**src/rtl/ami_pkg.sv**
```systemverilog
`timescale 1ns/1ps
package ami_pkg;
  localparam int MODE_W  = 2;
  localparam int MAX_LEN = 3;
  localparam int PHASE_W = $clog2(MAX_LEN);

  typedef enum logic [MODE_W-1:0] {
    PAT_ALL   = 2'd0,
    PAT_ALT   = 2'd1,
    PAT_THIRD = 2'd2,
    PAT_IDLE  = 2'd3
  } pat_e;

  // Index of the last slot of a pattern cycle (cycle length minus one).
  function automatic logic [PHASE_W-1:0] last_phase(pat_e m);
    case (m)
      PAT_ALT:   last_phase = PHASE_W'(1);
      PAT_THIRD: last_phase = PHASE_W'(2);
      default:   last_phase = '0;
    endcase
  endfunction

  // A slot carries a mark only at the start of a cycle of a live pattern.
  function automatic logic slot_marks(pat_e m, logic start);
    slot_marks = start && (m != PAT_IDLE);
  endfunction
endpackage

```
**src/rtl/ami_strobe.sv**
```systemverilog
`timescale 1ns/1ps
module ami_strobe
  import ami_pkg::*;
(
  input  logic clk,
  input  logic rst_n,
  input  pat_e mode_sel,
  output logic mark_d,
  output logic mark_q,
  output pat_e act_q,
  output logic cycle_start
);
  logic [PHASE_W-1:0] left_q;
  logic [PHASE_W-1:0] left_d;
  pat_e               eff_mode;

  always_comb begin
    cycle_start = (left_q == '0);
    eff_mode    = cycle_start ? mode_sel : act_q;
    mark_d      = slot_marks(eff_mode, cycle_start);
    left_d      = cycle_start ? last_phase(eff_mode) : left_q - 1'b1;
  end

  // Slot decisions are taken on the falling edge, ahead of the pulse half.
  always_ff @(negedge clk or negedge rst_n) begin
    if (!rst_n) begin
      left_q <= '0;
      act_q  <= PAT_IDLE;
      mark_q <= 1'b0;
    end else begin
      left_q <= left_d;
      act_q  <= eff_mode;
      mark_q <= mark_d;
    end
  end

  p_reserved_r10: assert property (@(negedge clk) disable iff (!rst_n)
    (cycle_start && mode_sel == PAT_IDLE) |=> !mark_q);
  p_spacing_r3: assert property (@(negedge clk) disable iff (!rst_n)
    (mark_q && act_q != PAT_ALL) |=> !mark_q);
  p_third_gap_r4: assert property (@(negedge clk) disable iff (!rst_n)
    (mark_q && act_q == PAT_THIRD) |=> ##1 !mark_q);
endmodule

```
**src/rtl/ami_polarity.sv**
```systemverilog
`timescale 1ns/1ps
module ami_polarity (
  input  logic clk,
  input  logic rst_n,
  input  logic mark_d,
  output logic slot_neg_q
);
  logic pol_q; // sign to give the next mark: 0 positive, 1 negative

  always_ff @(negedge clk or negedge rst_n) begin
    if (!rst_n) begin
      pol_q      <= 1'b0;
      slot_neg_q <= 1'b0;
    end else if (mark_d) begin
      slot_neg_q <= pol_q;
      pol_q      <= ~pol_q;
    end
  end

  p_sign_hold_r5: assert property (@(negedge clk) disable iff (!rst_n)
    !mark_d |=> $stable(pol_q));
endmodule

```
**src/rtl/ami_rz_gate.sv**
```systemverilog
`timescale 1ns/1ps
module ami_rz_gate (
  input  logic clk,
  input  logic rst_n,
  input  logic mark_q,
  input  logic slot_neg_q,
  output logic pos_en,
  output logic neg_en,
  output logic bit_dbg
);
  always_comb begin
    pos_en  = clk & mark_q & ~slot_neg_q;
    neg_en  = clk & mark_q &  slot_neg_q;
    bit_dbg = mark_q;
  end

  always_comb begin
    if (rst_n === 1'b1) begin
      p_exclusive_r8: assert (!(pos_en && neg_en));
    end
  end

  p_low_half_r7: assert property (@(posedge clk) disable iff (!rst_n)
    !pos_en && !neg_en);
endmodule

```
**src/rtl/ami_pattern_gen.sv**
```systemverilog
`timescale 1ns/1ps
module ami_pattern_gen
  import ami_pkg::*;
(
  input  logic              clk,
  input  logic              rst_n,
  input  logic [MODE_W-1:0] mode,
  output logic              pos_en,
  output logic              neg_en,
  output logic              bit_dbg
);
  logic mark_d;
  logic mark_q;
  logic slot_neg_q;
  logic cycle_start;
  pat_e act_mode;

  ami_strobe u_strobe (
    .clk         (clk),
    .rst_n       (rst_n),
    .mode_sel    (pat_e'(mode)),
    .mark_d      (mark_d),
    .mark_q      (mark_q),
    .act_q       (act_mode),
    .cycle_start (cycle_start)
  );

  ami_polarity u_pol (
    .clk        (clk),
    .rst_n      (rst_n),
    .mark_d     (mark_d),
    .slot_neg_q (slot_neg_q)
  );

  ami_rz_gate u_gate (
    .clk        (clk),
    .rst_n      (rst_n),
    .mark_q     (mark_q),
    .slot_neg_q (slot_neg_q),
    .pos_en     (pos_en),
    .neg_en     (neg_en),
    .bit_dbg    (bit_dbg)
  );

  // Sign of the most recent mark; starts as negative so the first must be positive.
  logic last_sign_q;
  always_ff @(negedge clk or negedge rst_n) begin
    if (!rst_n)      last_sign_q <= 1'b1;
    else if (mark_q) last_sign_q <= slot_neg_q;
  end

  p_alternate_r5: assert property (@(negedge clk) disable iff (!rst_n)
    mark_q |-> (slot_neg_q != last_sign_q));
  p_mode_hold_r9: assert property (@(negedge clk) disable iff (!rst_n)
    !cycle_start |=> $stable(act_mode));
endmodule

```
**config.mk**
```make
export PLATFORM = sky130hd
export DESIGN_NAME = ami_pattern_gen
export DESIGN_NICKNAME = d
export VERILOG_FILES = /design/src/rtl/ami_pkg.sv /design/src/rtl/ami_strobe.sv /design/src/rtl/ami_polarity.sv /design/src/rtl/ami_rz_gate.sv /design/src/rtl/ami_pattern_gen.sv
export SDC_FILE = /design/constraint.sdc
export NUM_CORES = 1
export LEC_CHECK = 0
export BUFFER_PORTS_ARGS = -buffer_cell sky130_fd_sc_hd__buf_2
export CORE_AREA = 2 2 39 41
export CTS_CLUSTER_DIAMETER = 100
export CTS_CLUSTER_SIZE = 16
export DETAILED_ROUTE_END_ITERATION = 8
export DIE_AREA = 0 0 41 43
export GPL_TIMING_DRIVEN = 0
export PLACE_DENSITY = 0.36
export SYNTH_ARGS = -nofsm -noshare
export SYNTH_HDL_FRONTEND = slang
export SYNTH_SLANG_ARGS = --single-unit
```
**constraint.sdc**
```tcl
create_clock -name clk -period 2.2 [get_ports clk]
set_clock_uncertainty 0.05 [all_clocks]
set_input_delay 0.22 -clock clk [delete_from_list [all_inputs] [get_ports clk]]
set_output_delay 0.22 -clock clk [all_outputs]
set_load 0.1 [all_outputs]
```
==> flow_summary.yaml, run 1 <==
worst_hold_path:
  hold_class: "reg -> reg"
global_route:
  globalRouteTotalUtil_pct: 8.29
  grt_pass1_wl_um: 696
  grt_pass1_vias: 231
  grt-ovfl-total: 0
  grt_max_degree: 6
  grt_antenna_before_repair: 0
cells_and_area:
  design_area_um2: 385
  drive_gt1_share_pct: 60.6
  final_common_cell: "clkbuf_4"
  finalNetCount: 37
  most-common-layout-cells: "clkbuf_4, dfrtn_1, buf_2"
  syn_to_final_growth_pct: 79.1
  antenna_cells: 0
  post-route-util_pct: 27.8
power_and_ir_drop:
  switchingPower_mw: 0.281
  p_total_mw: 0.694
  sw_frac_of_total_pct: 40.4
  p_clk_share_pct: 59.7
  p_int_mw: 0.414
  combPwrFrac_pct: 18.7
  seqPwrFrac_pct: 21.7
  ir_drop_mv: 0.412
  power_density_nw_per_um2: 1800
  p_leak_nw: 0.181
synth:
  synth_area_leaders: "dfrtn_1, a211oi_4, mux2_4"
  synth-seq-cells: 5
  syn_nets: 20
  synth_top_cell_by_area: "dfrtn_1"
  yosysSeqAreaShare_pct: 58.1
  syn-cell-area_um2: 215
  ys_types: 12
  yosysWarnings: 0
  avgSynthCellArea_um2: 13.5
  synth_cells: 16
  synth_top_area_share_pct: 58.1
floorplanning:
  die_y_um: 43
  die_area_um2: 1760
  floorplan.initialDensity_pct: 15.6
  io_pins: 7
  die_w_um: 41
  coreArea_um2: 1380
  core.rowCount: 14
route:
  wl_per_cell_um: 8.92
  detail_route.vias_per_cell: 3.78
  drtAntennaViolNets: 0
  drt_wl_total_um: 437
  first_pass_iters: 4
  drc: 0
  drt_iter0_markers: 1
  routed-via-count: 185
sta:
  final-setup-viol-count: 7
  hold_viol: 0
  slew_headroom_pct: 81.3
  final.setup.worst_slack_ns: -0.347
  slew_violations: 0
  worst-slew-pin-transition_ns: 0.277
  rsz0062_at_grt: "true"
outcome:
  status: "finished with violations"
  violations: "negative setup slack"
critical_path:
  path_class: "reg -> out"
  slowest_stage: "dfrtn_1"
  crit_path_start_kind: "flop"
  worst_setup_path_end_kind: "primary output"
  worstPathMaxFanout: 2
  slowest_delay_ns: 0.42
  cp.arrival_ns: 2.28
  r2r_setup_slack_ns: 1.00
  crit_chain: "and3_2 > buf_12"
  worstPathRequired_ns: 1.93
placement:
  place.gp.congestion: 0.579
  io_buffers: 6
  dpl_cell_area_um2: 274
run:
  maxCapViolCount: 0
cts:
  hold_buffers: 0
  worstSkewPairLatency_ns: 0.37
  path_clk_slew_ns: 0.03
  tritoncts: "done"
## timing repair
action	4_1_cts	5_1_grt
gates cloned	0	0
setup buffers	2	0
setup endpoints to repair	7	7
resized for setup	9	1
## critical path: cells and delay by family, from the launching register on
| family | cells | cell delay (ns) |
|---|---|---|
| flip-flops | 1 | 0.42 |
| AND/OR/NAND/NOR | 1 | 0.21 |
| buffers and inverters | 1 | 0.17 |
## layer usage
metal / vias to the layer above / part of all wire, % / track usage (%)
met4: 0 / 0 / 16.0
met5: - / 0 / 0
li1: 87 / - / -
met1: 87 / 34 / 4.28
met2: 11 / 51 / 7.50
met3: 0 / 15 / 11.0
## per-stage QoR
stage / TNS [ns] / instances / setup slack, ns / hold WS, ns
floorplan: -1.84 / 16 / -0.870 / 0.354
global placement: -0.390 / 38 / -0.204 / 0.371
detailed placement: -0.454 / 38 / -0.229 / 0.378
CTS: -0.964 / 49 / -0.349 / 0.386
global route: -1.07 / 49 / -0.390 / 0.399
finish: -0.920 / 49 / -0.347 / 0.384
## cell families after synthesis
group	count (synthesis)	share of synthesized area, %
xor+xnor	1	4.07
compound gates	3	15.7
simple gates	5	13.4
mux	1	6.97
flops	5	58.1
buf+inv	1	1.74
## final cells by class
type / instances / area, um^2
Multi-Input combinational cell: 10 / 95.1
Tap cell: 16 / 20.0
Fill cell: 152 / 998
Clock buffer: 11 / 100
Timing Repair Buffer: 6 / 41.3
Sequential cell: 5 / 125
Inverter: 1 / 3.75
## Yosys cell counts
library cell and count:
a211oi_4 1, a21o_2 1, a21oi_1 1, and3_1 1
dfrtn_1 5, inv_1 1, mux2_4 1, nand2_1 1
nand2b_1 1, nor2_1 1, nor4b_1 1, xor2_1 1
## final timing paths
check,cells after the start,end,start
min in group asynchronous,1,u_strobe.mark_q,rst_n
min reg2reg,1,u_pol.pol_q,u_pol.pol_q
max reg2reg,2,u_pol.slot_neg_q,u_strobe.left_q[1]
max in group asynchronous,1,u_strobe.left_q[1],rst_n
min,1,u_pol.pol_q,u_pol.pol_q
max,2,neg_en,u_pol.slot_neg_q
## power by group through the flow
stage	registers, mW	clock network (mW)	logic, mW
after CTS	0.149	0.430	0.125
after global routing	0.154	0.453	0.136
after global placement	0.154	0.141	0.0843
after detailed placement	0.158	0.140	0.0865
final	0.150	0.414	0.129
after floorplan	0.182	0.132	0.0417
## registers in the layout, summed over array words and instances, names as in the netlist
signal,count
u_pol.slot_neg_q,1
u_strobe.left_q,2
u_pol.pol_q,1
u_strobe.mark_q,1
No activity file was read; power rests on OpenSTA's default activity.
==> run 2, diff against run 1 <==
--- a/config.mk
+++ b/config.mk
@@ -13,6 +13,7 @@
 export DIE_AREA = 0 0 41 43
 export GPL_TIMING_DRIVEN = 0
 export PLACE_DENSITY = 0.36
+export SKIP_CTS_REPAIR_TIMING = 1
 export SYNTH_ARGS = -nofsm -noshare
 export SYNTH_HDL_FRONTEND = slang
 export SYNTH_SLANG_ARGS = --single-unit
==> flow_summary.yaml, run 2 (synthesis gave the netlist of run 1 again) <==
power_and_ir_drop:
  seqPwrFrac_pct: 23.5
  p_int_mw: 0.398
  combPwrFrac_pct: 13.9
  p_total_mw: 0.677
  ir_drop_mv: 0.418
  p_clk_share_pct: 62.6
  sw_frac_of_total_pct: 41.2
  switchingPower_mw: 0.279
  power_density_nw_per_um2: 1780
  p_leak_nw: 0.172
critical_path:
  slowest_delay_ns: 0.47
  path_buf_inv: 1
  crit_chain: "and3_4 > buf_12"
  path_delay_family: "flip-flops"
  worst_setup_path_end_kind: "primary output"
  cp.arrival_ns: 2.32
  reg2reg_from: "u_strobe.left_q[1]"
  worstPathRequired_ns: 1.93
  path_class: "reg -> out"
  slowest_stage: "dfrtn_1"
  worstSetupStartpoint: "u_pol.slot_neg_q"
  crit_path_start_kind: "flop"
  worstPathMaxFanout: 3
cells_and_area:
  most-common-layout-cells: "clkbuf_4, dfrtn_1, buf_2"
  drive_gt1_share_pct: 61.3
  antenna_cells: 0
  finalNetCount: 35
  syn_to_final_growth_pct: 76.7
  n_fill_cell: 149
  largest_register: "u_strobe.left_q"
  final_cells: 47
  largest_reg_flops: 2
  final_common_cell: "clkbuf_4"
  design_area_um2: 380
cts:
  worstSkewPairLatency_ns: 0.36
  tritoncts: "done"
  path_clk_slew_ns: 0.03
floorplanning:
  floorplan.initialDensity_pct: 15.6
  die_area_um2: 1760
  die_y_um: 43
  io_pins: 7
  core.rowCount: 14
  coreArea_um2: 1380
  die_w_um: 41
route:
  detail_route.vias_per_cell: 3.83
  drt_wl_total_um: 413
  routed-via-count: 180
  drtAntennaViolNets: 0
  first_pass_iters: 1
  wl_per_cell_um: 8.79
  drt_iter0_markers: 0
  drc: 0
placement:
  numPlacedInstances: 38
  dpl_cell_area_um2: 274
  io_buffers: 6
  place.gp.congestion: 0.579
sta:
  worst-slew-pin-transition_ns: 0.277
  setup_tns_ns: -0.989
  slew_headroom_pct: 81.3
  rsz0062_at_grt: "true"
  final.setup.worst_slack_ns: -0.393
  final-setup-viol-count: 7
  whs_ns: 0.384
  slew_violations: 0
  hold_viol: 0
global_route:
  grt_pass1_vias: 227
  grt_max_degree: 6
  grt_pass1_wl_um: 676
  grt_antenna_before_repair: 0
  grt-ovfl-total: 0
  globalRouteTotalUtil_pct: 8.09
worst_hold_path:
  hp-start: "u_pol.pol_q"
  hold_class: "reg -> reg"
outcome:
  violations: "negative setup slack"
  status: "finished with violations"
run:
  maxCapViolCount: 0
run 2: cell count changes in the layout (fill, tap and decap cells not counted), sizes merged:
cell / previous run / this run
buf: 8 / 6
run 2: metrics by stage:
step | utilization, % | worst slack [ns]
after floorplan | - | -0.870
after global placement | 19.8 | -0.204
after detailed placement | 19.8 | -0.229
after CTS | 24.1 | -0.638
after global routing | 27.5 | -0.442
final | 27.5 | -0.393
run 2: final timing paths:
check	endpoint	slack, ns	cells past startpoint
setup / recovery	neg_en	-0.39	2
hold / removal	u_pol.pol_q	0.38	1
setup reg to reg	u_pol.slot_neg_q	1.00	2
hold reg to reg	u_pol.pol_q	0.38	1
max in group asynchronous	u_strobe.left_q[1]	1.34	1
min in group asynchronous	u_strobe.mark_q	0.60	1
run 2: worst reg2reg max path: stages, from the launching register on:
cell	delay (ns)
dfrtn_1	0.39
a211oi_4	0.29
mux2_4	0.32
run 2: cell type report:
cell class / instances / area, um^2 / share of cell area (%)
Sequential cell: 5 / 125 / 32.9
Multi-Input combinational cell: 10 / 101 / 26.6
Clock buffer: 11 / 100 / 26.3
Timing Repair Buffer: 4 / 30.0 / 7.89
Tap cell: 16 / 20.0 / 5.26
Inverter: 1 / 3.75 / 0.987
run 2: power by group through the flow:
stage | Combinational (mW) | Clock (mW) | Sequential [mW]
after global placement | 0.0843 | 0.141 | 0.154
after floorplan | 0.0417 | 0.132 | 0.182
after detailed placement | 0.0865 | 0.140 | 0.158
final | 0.0941 | 0.424 | 0.159
after CTS | 0.0873 | 0.377 | 0.158
after global routing | 0.0988 | 0.463 | 0.164
run 2: layer usage:
metal	vias to the layer above	global-route usage (%)	wire length (um)
met4	0	16.0	0
met1	83	4.28	141
met5	-	0	0
met2	11	6.88	205
met3	0	11.0	66
li1	86	-	-
